--- src/rtl/bdma_pkg.sv ---
`timescale 1ns/1ps
package bdma_pkg;

    typedef enum logic [2:0] {
        ST_IDLE,
        ST_READ,
        ST_WRITE,
        ST_BURST_END,
        ST_FINISH
    } eng_state_t;

    localparam logic [2:0] RA_CTRL  = 3'd0;
    localparam logic [2:0] RA_SRC   = 3'd1;
    localparam logic [2:0] RA_DST   = 3'd2;
    localparam logic [2:0] RA_INNER = 3'd3;
    localparam logic [2:0] RA_OUTER = 3'd4;
    localparam logic [2:0] RA_STAT  = 3'd5;

    localparam int CTRL_EN_BIT   = 0;
    localparam int CTRL_GO_BIT   = 1;
    localparam int STAT_DONE_BIT = 0;

endpackage

--- src/rtl/bdma_regs.sv ---
`timescale 1ns/1ps
module bdma_regs
    import bdma_pkg::*;
#(
    parameter int AW = 32,
    parameter int CW = 16
) (
    input  logic          clk,
    input  logic          rst_n,
    input  logic          reg_we,
    input  logic [2:0]    reg_addr,
    input  logic [31:0]   reg_wdata,
    output logic [31:0]   reg_rdata,
    input  logic          fin_i,
    input  logic [AW-1:0] cur_src_i,
    input  logic [CW-1:0] cur_outer_i,
    output logic          en_o,
    output logic          go_o,
    output logic [AW-1:0] dst_o,
    output logic [CW-1:0] inner_o,
    output logic          done_o,
    output logic          ld_src_o,
    output logic          ld_outer_o
);

    logic          en_q;
    logic          done_q;
    logic [AW-1:0] dst_q;
    logic [CW-1:0] inner_q;
    logic [CW-1:0] wr_cnt;

    logic wr_ctrl, wr_dst, wr_inner, wr_stat;

    always_comb begin
        wr_ctrl    = reg_we && (reg_addr == RA_CTRL);
        wr_dst     = reg_we && (reg_addr == RA_DST);
        wr_inner   = reg_we && (reg_addr == RA_INNER);
        wr_stat    = reg_we && (reg_addr == RA_STAT);
        ld_src_o   = reg_we && (reg_addr == RA_SRC);
        ld_outer_o = reg_we && (reg_addr == RA_OUTER);
        go_o       = wr_ctrl && reg_wdata[CTRL_GO_BIT] && reg_wdata[CTRL_EN_BIT];
        wr_cnt     = (reg_wdata[CW-1:0] == '0) ? CW'(1) : reg_wdata[CW-1:0];
    end

    always_ff @(posedge clk or negedge rst_n) begin
        if (!rst_n) begin
            en_q    <= 1'b0;
            done_q  <= 1'b0;
            dst_q   <= '0;
            inner_q <= CW'(1);
        end else begin
            if (fin_i) begin
                en_q <= 1'b0;
            end else if (wr_ctrl) begin
                en_q <= reg_wdata[CTRL_EN_BIT];
            end

            if (fin_i) begin
                done_q <= 1'b1;
            end else if (wr_stat && reg_wdata[STAT_DONE_BIT]) begin
                done_q <= 1'b0;
            end

            if (wr_dst) begin
                dst_q <= AW'(reg_wdata);
            end
            if (wr_inner) begin
                inner_q <= wr_cnt;
            end
        end
    end

    always_comb begin
        reg_rdata = '0;
        unique case (reg_addr)
            RA_CTRL:  reg_rdata[CTRL_EN_BIT]   = en_q;
            RA_SRC:   reg_rdata                = 32'(cur_src_i);
            RA_DST:   reg_rdata                = 32'(dst_q);
            RA_INNER: reg_rdata                = 32'(inner_q);
            RA_OUTER: reg_rdata                = 32'(cur_outer_i);
            RA_STAT:  reg_rdata[STAT_DONE_BIT] = done_q;
            default:  reg_rdata                = '0;
        endcase
    end

    assign en_o    = en_q;
    assign dst_o   = dst_q;
    assign inner_o = inner_q;
    assign done_o  = done_q;

endmodule

--- src/rtl/bdma_req_q.sv ---
`timescale 1ns/1ps
module bdma_req_q #(
    parameter int PW = 4
) (
    input  logic clk,
    input  logic rst_n,
    input  logic en_i,
    input  logic hw_req_i,
    input  logic go_i,
    input  logic take_i,
    output logic pend_o
);

    localparam int SW = PW + 2;
    localparam logic [SW-1:0] CNT_MAX = SW'({PW{1'b1}});

    logic [PW-1:0] cnt_q;
    logic [SW-1:0] sum;

    always_comb begin
        sum = SW'(cnt_q) + SW'(en_i & hw_req_i) + SW'(go_i) - SW'(take_i);
    end

    always_ff @(posedge clk or negedge rst_n) begin
        if (!rst_n) begin
            cnt_q <= '0;
        end else if (!en_i && !go_i) begin
            cnt_q <= '0;
        end else if (sum > CNT_MAX) begin
            cnt_q <= {PW{1'b1}};
        end else begin
            cnt_q <= sum[PW-1:0];
        end
    end

    assign pend_o = |cnt_q;

endmodule

--- src/rtl/bdma_engine.sv ---
`timescale 1ns/1ps
module bdma_engine
    import bdma_pkg::*;
#(
    parameter int AW = 32,
    parameter int CW = 16,
    parameter int DW = 32
) (
    input  logic          clk,
    input  logic          rst_n,
    input  logic          en_i,
    input  logic          pend_i,
    input  logic [CW-1:0] inner_i,
    input  logic [AW-1:0] dst_i,
    input  logic          ld_src_i,
    input  logic          ld_outer_i,
    input  logic [31:0]   ld_val_i,
    output logic          take_o,
    output logic          fin_o,
    output logic [AW-1:0] cur_src_o,
    output logic [CW-1:0] cur_outer_o,
    output logic          rd_valid,
    output logic [AW-1:0] rd_addr,
    input  logic          rd_ready,
    input  logic [DW-1:0] rd_data,
    output logic          wr_valid,
    output logic [AW-1:0] wr_addr,
    output logic [DW-1:0] wr_data,
    input  logic          wr_ready
);

    localparam int            STEP   = DW / 8;
    localparam logic [AW-1:0] STEP_V = AW'(STEP);

    eng_state_t    st_q, st_d;
    logic [AW-1:0] src_q;
    logic [CW-1:0] inner_left_q;
    logic [CW-1:0] outer_left_q;
    logic [DW-1:0] data_q;
    logic          start_ok;
    logic          last_word;
    logic          last_burst;
    logic [CW-1:0] ld_cnt;

    always_comb begin
        start_ok   = en_i && pend_i;
        last_word  = (inner_left_q <= CW'(1));
        last_burst = (outer_left_q <= CW'(1));
        ld_cnt     = (ld_val_i[CW-1:0] == '0) ? CW'(1) : ld_val_i[CW-1:0];
    end

    always_ff @(posedge clk or negedge rst_n) begin
        if (!rst_n) begin
            st_q <= ST_IDLE;
        end else begin
            st_q <= st_d;
        end
    end

    always_comb begin
        st_d = st_q;
        unique case (st_q)
            ST_IDLE:      if (start_ok) st_d = ST_READ;
            ST_READ:      if (rd_ready) st_d = ST_WRITE;
            ST_WRITE:     if (wr_ready) st_d = last_word ? ST_BURST_END : ST_READ;
            ST_BURST_END: st_d = last_burst ? ST_FINISH : ST_IDLE;
            ST_FINISH:    st_d = ST_IDLE;
            default:      st_d = ST_IDLE;
        endcase
    end

    always_comb begin
        take_o   = 1'b0;
        fin_o    = 1'b0;
        rd_valid = 1'b0;
        wr_valid = 1'b0;
        unique case (st_q)
            ST_IDLE:      take_o   = start_ok;
            ST_READ:      rd_valid = 1'b1;
            ST_WRITE:     wr_valid = 1'b1;
            ST_BURST_END: ;
            ST_FINISH:    fin_o    = 1'b1;
            default:      ;
        endcase
        rd_addr = src_q;
        wr_addr = dst_i;
        wr_data = data_q;
    end

    always_ff @(posedge clk or negedge rst_n) begin
        if (!rst_n) begin
            src_q        <= '0;
            inner_left_q <= CW'(1);
            outer_left_q <= '0;
            data_q       <= '0;
        end else begin
            if (ld_src_i) begin
                src_q <= AW'(ld_val_i);
            end else if (st_q == ST_WRITE && wr_ready) begin
                src_q <= src_q + STEP_V;
            end

            if (st_q == ST_IDLE && start_ok) begin
                inner_left_q <= inner_i;
            end else if (st_q == ST_WRITE && wr_ready && !last_word) begin
                inner_left_q <= inner_left_q - CW'(1);
            end

            if (ld_outer_i) begin
                outer_left_q <= ld_cnt;
            end else if (st_q == ST_BURST_END && outer_left_q != '0) begin
                outer_left_q <= outer_left_q - CW'(1);
            end

            if (st_q == ST_READ && rd_ready) begin
                data_q <= rd_data;
            end
        end
    end

    assign cur_src_o   = src_q;
    assign cur_outer_o = outer_left_q;

endmodule

--- src/rtl/bdma_chan.sv ---
`timescale 1ns/1ps
module bdma_chan #(
    parameter int ADDR_W = 32,
    parameter int CNT_W  = 16,
    parameter int PEND_W = 4
) (
    input  logic              clk,
    input  logic              rst_n,
    input  logic              reg_we,
    input  logic [2:0]        reg_addr,
    input  logic [31:0]       reg_wdata,
    output logic [31:0]       reg_rdata,
    input  logic              hw_req,
    output logic              rd_valid,
    output logic [ADDR_W-1:0] rd_addr,
    input  logic              rd_ready,
    input  logic [31:0]       rd_data,
    output logic              wr_valid,
    output logic [ADDR_W-1:0] wr_addr,
    output logic [31:0]       wr_data,
    input  logic              wr_ready,
    output logic              irq
);

    localparam int DATA_W = 32;

    logic              en_w, go_w, done_w, fin_w, take_w, pend_w;
    logic              ld_src_w, ld_outer_w;
    logic [ADDR_W-1:0] dst_w, cur_src_w;
    logic [CNT_W-1:0]  inner_w, cur_outer_w;

    bdma_regs #(.AW(ADDR_W), .CW(CNT_W)) regs_i (
        .clk        (clk),
        .rst_n      (rst_n),
        .reg_we     (reg_we),
        .reg_addr   (reg_addr),
        .reg_wdata  (reg_wdata),
        .reg_rdata  (reg_rdata),
        .fin_i      (fin_w),
        .cur_src_i  (cur_src_w),
        .cur_outer_i(cur_outer_w),
        .en_o       (en_w),
        .go_o       (go_w),
        .dst_o      (dst_w),
        .inner_o    (inner_w),
        .done_o     (done_w),
        .ld_src_o   (ld_src_w),
        .ld_outer_o (ld_outer_w)
    );

    bdma_req_q #(.PW(PEND_W)) reqq_i (
        .clk     (clk),
        .rst_n   (rst_n),
        .en_i    (en_w),
        .hw_req_i(hw_req),
        .go_i    (go_w),
        .take_i  (take_w),
        .pend_o  (pend_w)
    );

    bdma_engine #(.AW(ADDR_W), .CW(CNT_W), .DW(DATA_W)) eng_i (
        .clk        (clk),
        .rst_n      (rst_n),
        .en_i       (en_w),
        .pend_i     (pend_w),
        .inner_i    (inner_w),
        .dst_i      (dst_w),
        .ld_src_i   (ld_src_w),
        .ld_outer_i (ld_outer_w),
        .ld_val_i   (reg_wdata),
        .take_o     (take_w),
        .fin_o      (fin_w),
        .cur_src_o  (cur_src_w),
        .cur_outer_o(cur_outer_w),
        .rd_valid   (rd_valid),
        .rd_addr    (rd_addr),
        .rd_ready   (rd_ready),
        .rd_data    (rd_data),
        .wr_valid   (wr_valid),
        .wr_addr    (wr_addr),
        .wr_data    (wr_data),
        .wr_ready   (wr_ready)
    );

    assign irq = done_w;

endmodule

--- config.mk ---
export PLATFORM = sky130hd
export DESIGN_NAME = bdma_chan
export DESIGN_NICKNAME = d
export VERILOG_FILES = /design/src/rtl/bdma_pkg.sv /design/src/rtl/bdma_regs.sv /design/src/rtl/bdma_req_q.sv /design/src/rtl/bdma_engine.sv /design/src/rtl/bdma_chan.sv
export SDC_FILE = /design/constraint.sdc
export NUM_CORES = 1
export LEC_CHECK = 0
export ABC_AREA = 1
export BUFFER_PORTS_ARGS = -buffer_cell sky130_fd_sc_hd__buf_2
export CAP_MARGIN = 30
export CORE_MARGIN = 1.5
export CORE_UTILIZATION = 60
export CTS_CLUSTER_SIZE = 8
export DETAILED_ROUTE_END_ITERATION = 10
export PLACE_DENSITY_LB_ADDON = 0.12
export SLEW_MARGIN = 10
export SYNTH_ARGS = -nofsm -noshare
export SYNTH_HDL_FRONTEND = slang
export SYNTH_HIERARCHICAL = 1
export SYNTH_SLANG_ARGS = --single-unit
--- constraint.sdc ---
create_clock -name clk -period 4 [get_ports clk]
set_input_delay 0.6 -clock clk [delete_from_list [all_inputs] [get_ports clk]]
set_output_delay 0.6 -clock clk [all_outputs]
set_load 0.03 [all_outputs]
# ---- Word-level counts from Yosys, hierarchy flattened
# Index checks and enable logic that the tools add are counted.
dict set report word_totals {
  regBits 153
  latch_bits 0
  ram_bits 0
  mem_bits_ro 0
  inputBits 73
  out_inout_bits 131
  elab_cells 87
  n_memories 0
}
dict set report classes {
  n_addsub 6
  mul 0
  div_mod_pow 0
  n_lt_le_gt_ge 3
  eq_ne 12
  shifts 0
  n_mux 25
  n_bitwise 1
  reduce_logical 30
}
# operator n
set ops {}
lappend ops {{$pmux W31 S4} 1}
lappend ops {{$mux W16} 5}
lappend ops {{$mux W32} 2}
lappend ops {{$add A32 B3 Y32 const B} 1}
lappend ops {{$le A16 B1 Y1 const B} 2}
lappend ops {{$sub A16 B1 Y16 const B} 2}
lappend ops {{$logic_and A1 B1 Y1} 16}
lappend ops {{$logic_not A16 Y1} 1}
lappend ops {{$reduce_bool A16 Y1} 1}
lappend ops {{$eq A3 B2 Y1 const B} 4}
lappend ops {{$mux W3} 4}
lappend ops {{$pmux W3 S4} 1}
lappend ops {{$reduce_bool A2 Y1} 5}
lappend ops {{$eq A3 B3 Y1 const B} 3}
lappend ops {{$mux W1} 8}
lappend ops {{$mux W4} 2}
lappend ops {{$add A4 B6 Y6} 1}
lappend ops {{$add A6 B1 Y6} 1}
lappend ops {{$eq A3 B1 Y1 const B} 2}
lappend ops {{$gt A6 B4 Y1 const B} 1}
lappend ops {{$logic_not A3 Y1} 2}
lappend ops {{$pmux W1 S6} 1}
lappend ops {{$sub A6 B1 Y6} 1}
lappend ops {{$ne A2 B2 Y1 const B} 2}
lappend ops {{6 further kinds} 8}

# ---- Longest topological paths before layout
dict set report logic_depth {
  ltp_word 9
  mapped_depth 17
  ltp_nobuf 16
}

# ---- By module
# Netlist, hierarchy kept.
# mod n_inst cells_each area_per_inst_um2 seq_area_each_um2
set modules_own_cells {}
lappend modules_own_cells {bdma_engine 1 911 6756.5 2478.6}
lappend modules_own_cells {bdma_regs 1 349 2631.3 1252.5}
lappend modules_own_cells {bdma_req_q 1 46 362.8 100.1}

# ---- Worst setup path after synthesis
# No wires, ideal clock.
dict set report synth_timing {
  kind {flip-flop to flip-flop}
  startpoint {reg reqq_i.cnt_q[2]}
  endpoint {reg reqq_i.cnt_q[0]}
  setup_ps 126
  arrival_ps 2544
  required_ps 3874
  setup_slack_ps 1331
  path_stages_with_launch 17
  path_buffers 1
  synth_period_minus_slack_ps 2669
  path_cell_list {dfrtp_1 > inv_1 > ha_1 > nand2_1 > nand2_1 > nor3_4 > buf_2 > ha_1 > inv_1 > fa_1 > fa_1 > nand2_1 > nand2_1 > nand3_1 > nand3_2 > nor2_1 > nor2_1}
}
dict set report synth_between {
  elab_chain_len 7
  elab_cells_between_ends 9
  cone_classes {3 x add/sub; 1 x order compare; 3 x mux; 2 x reduce/logical}
}
# item line_no
set synth_rtl {}
lappend synth_rtl {{from (decl)} bdma_req_q.sv:17} ;# logic [PW-1:0] cnt_q;
lappend synth_rtl {{from (signal assigned)} bdma_req_q.sv:30} ;# cnt_q <= {PW{1'b1}};
lappend synth_rtl {{from (signal assigned)} bdma_req_q.sv:32} ;# cnt_q <= sum[PW-1:0];
lappend synth_rtl {{$reduce_or A4 Y1 (*)} bdma_req_q.sv:36} ;# assign pend_o = |cnt_q;
lappend synth_rtl {{via pend_w} bdma_chan.sv:27} ;# logic en_w, go_w, done_w, fin_w, take_w, pend_w;
lappend synth_rtl {{$logic_and A1 B1 Y1 (*)} bdma_engine.sv:46} ;# start_ok = en_i && pend_i;
lappend synth_rtl {{$mux W1 (*)} bdma_engine.sv:77} ;# unique case (st_q)
lappend synth_rtl {{via take_w} bdma_chan.sv:27}
lappend synth_rtl {{$sub A6 B1 Y6 (*)} bdma_req_q.sv:21} ;# sum = SW'(cnt_q) + SW'(en_i & hw_req_i) + SW'(go_i) - SW'(take_i);
lappend synth_rtl {{$gt A6 B4 Y1} bdma_req_q.sv:29} ;# end else if (sum > CNT_MAX) begin
lappend synth_rtl {{$mux W4 (*)} bdma_req_q.sv:29}
lappend synth_rtl {{$mux W4 (*)} bdma_req_q.sv:27} ;# end else if (!en_i && !go_i) begin
# The timed path passes the listed nets; every way through them passes the cells marked *.
# A chain may end at the register's enable or synchronous reset.

# ---- Final worst setup path
# Ends and elaborated chain as after synthesis.

==> results.md <==
* Area contributors post-synth: dfrtp_1 39%, nand2_1 17%, nand3_1 5.8%
* Hold Buf Count CTS at 0
* CP required at around 4.3 ns
* Starting Density at 61.38%
* Finished Cell Area at about 0.011 sq mm
* Vias in the first global route at approximately 8,500
* Worst slew margin at about two fifths
* CTS tree: yes
* Main flop type after synthesis: dfrtp_1
* Net count after synthesis at 1,393
* Status: finished clean
* Leak pwr at 5.750 nW
* Cell area power density at ~730 mW/mm^2
* # setup viols final at 0
* Worst EP arrival at 3.28 ns
* Total gr overflow at 0
* Worst-Margin Slew at 0.8720 ns
* Post-synthesis register bit count at approximately 150
* Vias at ~9,300
* Final hold violations at 0
* Final wirelength at 28,840 microns
* ANT nets after route at 0
* Clock buffers created by TritonCTS at 17
* Synth Area per Inst at 7.466 sq um
* PostCTS Resize Cnt at 0
* Yosys top cell area share at between 30% and 40%
* Worst-Skew Late Latency at 0.43 ns
* Largest net degree at the start of global routing at 80
* Filler cells at between 1,000 and 1,500
* Area growth syn-to-layout at 12.28%
* Die width at roughly 130 microns
* Synth Instances at between 1,000 and 1,500
* Crit path max fanout at 14
* Dpl hpwl at about 21,000 microns
* RSZ-0062 raised after global routing: no
* Antenna violations before repair at 1
* Via density at 5.630
* DP Area at between 0.01 and 0.015 sq mm
* Synthesized area at between 0.009 and 0.01 sq mm
* First-pass GRT wire length at between 40,000 and 50,000 microns
* Crit Path Category: flip-flop to flip-flop
* Synth cell count leaders: 452 x nand2_1, 151 x dfrtp_1, 148 x nor2_1
* Port bufs at slightly above 200
* DRC at 0
* Peak Freq at 335.9 MHz
* Max-cap violation count at 0
* Most area-hungry cell type in the Yosys netlist: dfrtp_1
* Final Slew Violations at 0
* Antenna cells at 0
* Top-count cell post-synth: nand2_1
* Final Non-Filler Cells at between 1,500 and 2,000
* Peak VDD IR at between 0.4 and 0.5 mV
* Die height at roughly 130 microns
* DIE AREA at approximately 0.017 sq mm
* Core box area at about 0.016 sq mm
* RePlAce Congestion at between 0.9 and 1
* Worst Skew at between 0.01 and 0.015 ns
* Reg clk slew, reported paths at 0.07 ns
* TritonRoute pass-1 iters at 7
* Hold Path Class: primary input to async pin
* Final #Nets at 1,518
* # rows at between 40 and 50
* Post-route minimum period at around 3.0 ns
* WL/cell at 17.37 microns
* TNS Setup at 0 ns
* Inst Count DP at 1,628
* # clock sinks at 153
* Total power at between 7 and 8 mW
* Post-synthesis async set-or-reset flop share at between 90% and 100%
* Clock root buffer: clkbuf_16
* Total GRT Usage at around a third
* EDFF count, synth at 0
* Setup crit end kind: flip-flop
* Bufs on Longest Clock Path at 2
* H-tree Lvls at 4
* WHS at 0.1740 ns
* Warnings, synthesis at 6
* Sequential share of the synthesized area at approximately two fifths
* Number of I/O pins at approximately 200
* Layout cells sized above 1 at between 20 and 25%
* Synth unique cells at 48
* Post-CTS Setup Repair Bufs at 0
* Initial drt markers at 968
* Tcrit/Tclk final at 74.43%
* CP Launch Type: flip-flop
-- critical path, cell delays in order (launching register included) --
cell     delay, ns
dfrtp_1       0.35
inv_1         0.08
ha_1          0.20
nand2_1       0.06
nand2_1       0.09
nor3_4        0.47
ha_1          0.22
inv_1         0.04
fa_1          0.40
fa_1          0.42
nand2_1       0.08
nand2_1       0.07
nand3_1       0.08
nand3_2       0.11
nor2_1        0.12
nor2_1        0.05
-- stage by stage --
step / util, % / setup slack, ns
6_report: 68.92 / 1.023
5_1_grt: 68.92 / 0.7513
4_1_cts: 68.92 / 1.030
3_5_place_dp: 65.45 / 1.032
3_3_place_gp: 65.28 / 1.117
2_1_floorplan: - / 1.331
-- final cells by class --
cell class / instances / area (sq um) / area share (%)
Tap cell: 216 / 270.3 / 2.469
Timing Repair Buffer: 211 / 1115 / 10.18
Clock buffer: 17 / 425.4 / 3.886
Sequential cell: 153 / 3831 / 34.99
Clock inverter: 15 / 125.1 / 1.143
Inverter: 101 / 382.9 / 3.497
Multi-Input combinational cell: 947 / 4798 / 43.83
-- report_power, final --
group / switching [mW] / total [mW] / internal, mW
clock: 0.718 / 1.54 / 0.819
sequential: 0.699 / 2.79 / 2.10
combinational: 2.38 / 3.66 / 1.27
-- cells by family after synthesis --
group | count (synthesis) | synth area share, %
compound gates | 101 | 6.544
xor+xnor | 14 | 1.258
fa+ha+maj | 14 | 1.950
buf+inv | 206 | 11.70
flops | 153 | 39.29
mux | 33 | 4.953
simple gates | 785 | 34.30
-- registers in the layout, indices dropped and copies added (netlist names) --
name and flops:
eng_i/cur_src_o 32, eng_i/wr_data 32, regs_i/inner_o 16, reqq_i/cnt_q 4, regs_i/dst_o 32, eng_i/inner_left_q 16, eng_i/st_q 3, regs_i/en_o 1
regs_i/done_o 1, eng_i/cur_outer_o 16
-- final timing paths --
check / to / slack (ns) / startpoint / cells past startpoint
min in group clk: eng_i/wr_data[8]$_DFFE_PN0P_ / 0.40 / rd_data[8] / 2
worst max-delay path: reqq_i/cnt_q[0]$_DFF_PN0_ / 1.02 / reqq_i/cnt_q[2]$_DFF_PN0_ / 15
worst max register to register: reqq_i/cnt_q[0]$_DFF_PN0_ / 1.02 / reqq_i/cnt_q[2]$_DFF_PN0_ / 15
max in group asynchronous: eng_i/cur_src_o[13]$_DFFE_PN0N_ / 2.96 / rst_n / 2
worst min register to register: regs_i/dst_o[16]$_DFFE_PN0P_ / 0.50 / regs_i/dst_o[16]$_DFFE_PN0P_ / 2
worst min-delay path: eng_i/inner_left_q[12]$_DFFE_PN0P_ / 0.17 / rst_n / 1
-- routing by layer --
layer  routed length (microns)  part of all wire (%)  vias up  global-route usage [%]
met3                      2639                   9.2       84                   6.189
met5                        14                 0.049        -                       0
li1                          -                     -     4383                       -
met4                       919                   3.2        2                   12.86
met1                     12050                    42     4362                   47.88
met2                     13220                    46      515                   52.63
-- layout by cell type (no fill, tap or decap), drive strengths merged, types with 3 or more instances in the layout --
master and instances:
a21oi 9, a22o 16, buf 211, clkbuf 17
clkinv 4, dfrtp 151, ha 12, inv 112
mux2 32, nand2 462, nand3 114, nand3b 6
nand4 25, nor2 156, nor3 12, o211ai 5
o21ai 50, o21bai 8, o221ai 4, o22ai 4
or2 9, xnor2 3, xor2 11
Power figures use the tool's default switching activity.
